### src/rtl/dgl_pkg.sv
package dgl_pkg;

    localparam logic [1:0] OP_WR = 2'd0;
    localparam logic [1:0] OP_RD = 2'd1;

    typedef enum logic [3:0] {
        SEG_IDLE  = 4'd0,
        SEG_START = 4'd1,
        SEG_CMD   = 4'd2,
        SEG_WDAT  = 4'd3,
        SEG_WTAIL = 4'd4,
        SEG_POLL  = 4'd5,
        SEG_RDAT  = 4'd6,
        SEG_DUMMY = 4'd7,
        SEG_RTAIL = 4'd8,
        SEG_RST   = 4'd9
    } seg_e;

    typedef enum logic [1:0] {
        PH_IDLE = 2'd0,
        PH_LOW0 = 2'd1,
        PH_LOW1 = 2'd2,
        PH_HIGH = 2'd3
    } ph_e;

endpackage

### src/rtl/dgl_tick.sv
module dgl_tick #(
    parameter int PRE_W = 8
) (
    input  logic             clk,
    input  logic             rst_n,
    input  logic             en,
    input  logic [PRE_W-1:0] half_period,
    output logic             tick
);
    logic [PRE_W-1:0] lim_m1;
    logic [PRE_W-1:0] cnt_d, cnt_q;

    always_comb begin
        lim_m1 = (half_period == '0) ? '0 : half_period - 1'b1;
        tick   = en && (cnt_q == lim_m1);
        if (!en || tick) cnt_d = '0;
        else             cnt_d = cnt_q + 1'b1;
    end

    always_ff @(posedge clk or negedge rst_n) begin
        if (!rst_n) cnt_q <= '0;
        else        cnt_q <= cnt_d;
    end
endmodule

### src/rtl/dgl_pulse.sv
module dgl_pulse
    import dgl_pkg::*;
(
    input  logic clk,
    input  logic rst_n,
    input  logic launch,
    input  logic stop,
    input  logic tick,
    output logic sclk,
    output logic fall,
    output logic active
);
    ph_e ph_d, ph_q;

    always_comb begin
        ph_d = ph_q;
        case (ph_q)
            PH_IDLE: if (launch) ph_d = PH_LOW0;
            PH_LOW0: if (tick)   ph_d = PH_LOW1;
            PH_LOW1: if (tick)   ph_d = PH_HIGH;
            PH_HIGH: if (tick)   ph_d = stop ? PH_IDLE : PH_LOW0;
            default: ph_d = PH_IDLE;
        endcase
    end

    assign sclk   = (ph_q == PH_HIGH);
    assign fall   = (ph_q == PH_HIGH) && tick;
    assign active = (ph_q != PH_IDLE);

    always_ff @(posedge clk or negedge rst_n) begin
        if (!rst_n) ph_q <= PH_IDLE;
        else        ph_q <= ph_d;
    end
endmodule

### src/rtl/dgl_mgmt_master.sv
module dgl_mgmt_master
    import dgl_pkg::*;
#(
    parameter int PRE_W        = 8,
    parameter int IDX_W        = 3,
    parameter int POLL_MAX     = 10,
    parameter int DUMMY_PULSES = 2,
    parameter int WR_TRAIL     = 2,
    parameter int RD_TRAIL     = 4,
    parameter int RST_PULSES   = 30
) (
    input  logic             clk,
    input  logic             rst_n,
    input  logic [PRE_W-1:0] half_period,
    input  logic             start,
    input  logic [1:0]       op,
    input  logic [6:0]       dev_addr,
    input  logic [IDX_W-1:0] reg_idx,
    input  logic [7:0]       wr_data,
    input  logic             dgl_in,
    output logic             sclk,
    output logic             stx,
    output logic             busy,
    output logic             done,
    output logic [7:0]       rd_data,
    output logic             rd_timeout
);
    localparam int MAX_A   = (RST_PULSES > POLL_MAX) ? RST_PULSES : POLL_MAX;
    localparam int MAX_CNT = (MAX_A > 8) ? MAX_A : 8;
    localparam int CNT_W   = $clog2(MAX_CNT + 1);
    localparam logic [CNT_W-1:0] LAST_BIT   = CNT_W'(7);
    localparam logic [CNT_W-1:0] LAST_POLL  = CNT_W'(POLL_MAX - 1);
    localparam logic [CNT_W-1:0] LAST_DUMMY = CNT_W'(DUMMY_PULSES - 1);
    localparam logic [CNT_W-1:0] LAST_WTAIL = CNT_W'(WR_TRAIL - 1);
    localparam logic [CNT_W-1:0] LAST_RTAIL = CNT_W'(RD_TRAIL - 1);
    localparam logic [CNT_W-1:0] LAST_RST   = CNT_W'(RST_PULSES - 1);

    typedef struct packed {
        seg_e             seg;
        logic [CNT_W-1:0] cnt;
        logic             is_wr;
        logic [7:0]       cmd;
        logic [7:0]       wdat;
        logic [7:0]       rdat;
        logic             tmo;
        logic             tx;
        logic             busy;
        logic             done;
    } st_t;

    st_t  st_d, st_q;
    logic launch, finish, fall, tick, active;
    logic [7:0] cmd_byte;

    dgl_tick #(.PRE_W(PRE_W)) tick_i (
        .clk(clk), .rst_n(rst_n), .en(active),
        .half_period(half_period), .tick(tick)
    );

    dgl_pulse pulse_i (
        .clk(clk), .rst_n(rst_n), .launch(launch), .stop(finish),
        .tick(tick), .sclk(sclk), .fall(fall), .active(active)
    );

    always_comb begin
        cmd_byte = {1'b0, dev_addr} | (8'(reg_idx) << 1) | {7'b0, op == OP_WR};
        st_d      = st_q;
        st_d.done = 1'b0;
        launch    = 1'b0;
        finish    = 1'b0;
        if (st_q.seg == SEG_IDLE) begin
            if (start) begin
                launch     = 1'b1;
                st_d.busy  = 1'b1;
                st_d.cnt   = '0;
                st_d.rdat  = '0;
                st_d.tmo   = 1'b0;
                st_d.is_wr = (op == OP_WR);
                st_d.cmd   = cmd_byte;
                st_d.wdat  = wr_data;
                if (op == OP_WR || op == OP_RD) begin
                    st_d.seg = SEG_START;
                    st_d.tx  = 1'b1;
                end else begin
                    st_d.seg = SEG_RST;
                    st_d.tx  = 1'b0;
                end
            end
        end else if (fall) begin
            st_d.cnt = st_q.cnt + 1'b1;
            case (st_q.seg)
                SEG_START: begin
                    st_d.seg = SEG_CMD;
                    st_d.cnt = '0;
                    st_d.tx  = st_q.cmd[0];
                end
                SEG_CMD: begin
                    st_d.cmd = st_q.cmd >> 1;
                    st_d.tx  = st_q.cmd[1];
                    if (st_q.cnt == LAST_BIT) begin
                        st_d.cnt = '0;
                        if (st_q.is_wr) begin
                            st_d.seg = SEG_WDAT;
                            st_d.tx  = st_q.wdat[0];
                        end else begin
                            st_d.seg = SEG_POLL;
                            st_d.tx  = 1'b0;
                        end
                    end
                end
                SEG_WDAT: begin
                    st_d.wdat = st_q.wdat >> 1;
                    st_d.tx   = st_q.wdat[1];
                    if (st_q.cnt == LAST_BIT) begin
                        st_d.seg = SEG_WTAIL;
                        st_d.cnt = '0;
                        st_d.tx  = 1'b0;
                    end
                end
                SEG_WTAIL: if (st_q.cnt == LAST_WTAIL) finish = 1'b1;
                SEG_POLL: begin
                    if (!dgl_in) begin
                        st_d.seg = SEG_RDAT;
                        st_d.cnt = '0;
                    end else if (st_q.cnt == LAST_POLL) begin
                        st_d.seg = SEG_DUMMY;
                        st_d.cnt = '0;
                    end
                end
                SEG_RDAT: begin
                    st_d.rdat = {dgl_in, st_q.rdat[7:1]};
                    if (st_q.cnt == LAST_BIT) begin
                        st_d.seg = SEG_RTAIL;
                        st_d.cnt = '0;
                    end
                end
                SEG_DUMMY: begin
                    if (st_q.cnt == LAST_DUMMY) begin
                        st_d.seg  = SEG_RTAIL;
                        st_d.cnt  = '0;
                        st_d.tmo  = 1'b1;
                        st_d.rdat = '0;
                    end
                end
                SEG_RTAIL: if (st_q.cnt == LAST_RTAIL) finish = 1'b1;
                SEG_RST:   if (st_q.cnt == LAST_RST)   finish = 1'b1;
                default:   finish = 1'b1;
            endcase
            if (finish) begin
                st_d.seg  = SEG_IDLE;
                st_d.cnt  = '0;
                st_d.tx   = 1'b0;
                st_d.busy = 1'b0;
                st_d.done = 1'b1;
            end
        end
    end

    always_ff @(posedge clk or negedge rst_n) begin
        if (!rst_n) st_q <= '0;
        else        st_q <= st_d;
    end

    assign stx        = st_q.tx;
    assign busy       = st_q.busy;
    assign done       = st_q.done;
    assign rd_data    = st_q.rdat;
    assign rd_timeout = st_q.tmo;
endmodule

### config.mk
export PLATFORM = sky130hd
export DESIGN_NAME = dgl_mgmt_master
export DESIGN_NICKNAME = d
export VERILOG_FILES = /design/src/rtl/dgl_pkg.sv /design/src/rtl/dgl_tick.sv /design/src/rtl/dgl_pulse.sv /design/src/rtl/dgl_mgmt_master.sv
export SDC_FILE = /design/constraint.sdc
export NUM_CORES = 1
export LEC_CHECK = 0
export ABC_AREA = 1
export BUFFER_PORTS_ARGS = -buffer_cell sky130_fd_sc_hd__buf_2
export CORE_MARGIN = 3
export CORE_UTILIZATION = 30
export DETAILED_ROUTE_END_ITERATION = 8
export SLEW_MARGIN = 20
export SYNTH_ARGS = -nofsm -noshare
export SYNTH_HDL_FRONTEND = slang
export SYNTH_HIERARCHICAL = 1
export SYNTH_SLANG_ARGS = --single-unit
### constraint.sdc
create_clock -name clk -period 6.9 [get_ports clk]
set_clock_uncertainty 0.15 [all_clocks]
set_input_delay 0.69 -clock clk [delete_from_list [all_inputs] [get_ports clk]]
set_output_delay 0.69 -clock clk [all_outputs]
set_load 0.02 [all_outputs]
==> impl_metrics.csv <==
group,metric,value,unit
sta,max_slew_margin,59.96,%
finish,fillers,1135,
drt,viasPerCell,4.695,
global_route,antenna_found_initial,0,
job,maxCapViolations,0,
floorplanning,dieArea,12280,um^2
sta,finalSetupViolCount,0,
sta,clock.fmax,321.7,MHz
pwr,peakVddDrop,0.0001411,V
clocking,cts_resized,0,
finish,fin_cells,619,
floorplanning,die_x,110.8,um
sta,rsz0062_at_grt,"false",
setup_path,r2r_start,"pulse_i/ph_q[0]",
finish,fin_util,34.94,%
sta,min_period_over_period,45.05,%
drt,ant_nets,0,
yosys,synth_mux_area_share,0,%
sta,fin_ws,3.792,ns
sta,setup_tns,0,ns
yosys,syn_area_per_cell,7.406,um^2
drt,post-route-drc-count,0,
sta,period_needed,3.108,ns
clocking,clockBufferDepth,2,
yosys,synthAdderAreaFrac,3.797,%
setup_path,r2r-end,"rd_data[3]",
global_route,grt_start_max_net_pins,48,
floorplanning,start_util,31.36,%
yosys,netlist_area,3296,um^2
sta,whs,0.2349,ns
placed_design,port_buffers,44,
clocking,cts_buffers,5,
placed_design,pre_cts_slack,3.459,ns
yosys,syn-num-nets,487,
setup_path,critPathKind,"input pin to flop",
floorplanning,ioPinCount,45,
setup_path,reg2reg_depth,12,
clocking,cts.sinks,47,
global_route,grt_util_all_layers,12.32,%
setup_path,cp.arrival,3.13,ns
floorplanning,core-area,10510,um^2
finish,multi_input_comb_area,1799,um^2
global_route,grt_pass1_wl,13050,um
drt,wl_per_cell,11.82,um
placed_design,dpl_cell_area,3581,um^2
yosys,yosys.area_share.simple,38.57,%
yosys,ys_warn_count,6,
clocking,ctsHoldBuffers,0,
floorplanning,die_h,110.8,um
pwr,powerDensity,316.2,nW/um^2
yosys,synth-seq-cells,47,
setup_path,rrSetupSlack,4.38,ns
clocking,cts-root-buf,"clkbuf_8",
yosys,synth_top_family_by_area,"simple AND/OR/NAND/NOR gates",
clocking,path_clk_slew,0.08,ns
placed_design,gp_congestion,0.8606,
clocking,clock_latency,0.30,ns
finish,syn_to_final_growth,11.43,%
min_path,hp-class,"input pin to async pin",
yosys,synth_cell_types,36,
finish,fin_area,3672,um^2
sta,slew_viol_final,0,
global_route,grt_pass1_vias,2858,
pwr,power.leakage,1.750,nW
pwr,totalPowerFinal,1.161,mW
drt,drt_first_pass_iters,4,
sta,hold_violations,0,
drt,vias,2906,
floorplanning,rows,37,
setup_path,path_max_fanout,16,
setup_path,critPathLaunchType,"input pin",
setup_path,endpoint_kind,"flop",
clocking,cts_tree,"built",
global_route,grt.overflow.total,0,
clocking,htree_levels,2,
yosys,synth_compound_area_share,10.10,%
drt,wirelength,7319,um
yosys,seq_area_frac_synth,35.69,%
finish,regArea,1176,um^2
finish,n_antenna_cell,0,
yosys,syn_inst,445,
drt,drt_iter0_drc,171,
finish,drive_above_1_share,22.77,%
sta,tightestPinTransition,0.6006,ns
placed_design,placed_cells,611,
setup_path,required,6.93,ns
status,outcome,"complete, no violations",
finish,nets,524,
placed_design,hpwlAfterDp,5683,um
yosys,synth_xor_area_share,2.126,%
clocking,cts_setup_buffers,0,
-- cell usage in the layout (no fill, tap or decap), types with 5 or more instances in the layout --
master	n
a21oi_1	5
buf_2	43
clkbuf_8	5
dfrtp_1	47
ha_1	10
inv_1	41
inv_2	10
nand2_1	123
nand2_2	7
nand2_4	6
nand3_1	51
nand4_1	15
nor2_1	37
nor2_2	6
nor3_1	5
o21ai_0	15
o21ai_1	12
o21ai_2	12
xor2_1	6
-- cells by family (layout without fill, tap and decap cells) --
logic type,count (synthesis),in the layout
flops,47,47
compound gates,50,50
fa+ha+maj,10,10
xor+xnor,8,8
simple gates,261,261
buf+inv,69,107
-- Yosys cell counts --
library cell	n	area (um^2)
clkinv_2	1	5.000
inv_1	41	153.9
nand3_4	1	17.52
nor2_4	3	33.78
nand2_2	7	43.79
o22ai_1	1	6.260
nor3_1	5	25.02
dfrtp_1	47	1176
a21oi_1	5	25.02
ha_1	10	125.1
buf_4	9	67.56
nand3_2	2	20.02
xor2_1	6	52.55
or2_1	1	6.260
nand4_1	15	93.84
o311ai_2	1	16.27
nor2_8	1	20.02
buf_6	2	22.52
nor2_1	37	138.9
buf_2	3	15.01
nor2_2	6	37.54
xnor2_1	2	17.52
nor3_2	1	10.01
o211ai_1	1	7.510
nand2_8	2	40.04
nand2_4	6	67.56
o21ai_1	12	60.06
o21ai_2	12	105.1
nand2_1	123	461.7
inv_2	10	37.54
o211ai_4	1	21.27
inv_4	3	18.77
a21oi_2	1	8.760
nand3_1	51	255.2
o21bai_1	1	7.510
o21ai_0	15	75.07
-- worst max path at each step --
stage	from	to
floorplan	half_period[0]	pulse_i/ph_q[0]
global placement	half_period[0]	rd_data[2]
detailed placement	half_period[0]	rd_data[3]
CTS	half_period[0]	rd_data[3]
global route	half_period[0]	rd_data[4]
finish	half_period[0]	rd_data[3]
-- sequential cells by signal, indices dropped and copies added (netlist names) --
register	flops
pulse_i/ph_q	2
tick_i/cnt_q	8
rd_timeout	1
st_q	25
stx	1
done	1
rd_data	8
busy	1
-- power breakdown --
group,internal [mW],switching [mW]
registers,0.349,0.0550
clock network,0.0706,0.0963
logic,0.198,0.392
total,0.618,0.543
-- worst max-delay path: stages --
cell      delay, ns
buf_2          0.10
inv_1          0.14
ha_1           0.27
nand2_1        0.08
nor2_1         0.16
nand2_2        0.13
nand3_1        0.11
nand2_1        0.06
nor2_1         0.10
nand4_1        0.08
nor3_1         0.28
nand2_1        0.09
inv_1          0.13
nand2_4        0.16
nand2_8        0.12
o211ai_4       0.21
nand2_1        0.14
o21ai_2        0.05
-- metal layers --
layer  track usage, %  wire length (um)  vias up  share of wire, %
li1                 -                 -     1499                 -
met1            17.12              3651     1334                50
met2            19.74              3262       63                45
met5                0                 0        -                 0
met3            1.801               271       10               3.7
met4            3.859               134        0               1.8
-- layout make-up --
cell class,count,area share (%)
clock buffers,5,1.874
flip-flops and latches,47,32.03
clock inverters,3,0.5451
well taps,136,4.634
inverters,55,5.860
multi-input cells,329,49.00
repair buffers,44,6.065
No activity file was read; power rests on OpenSTA's default activity.
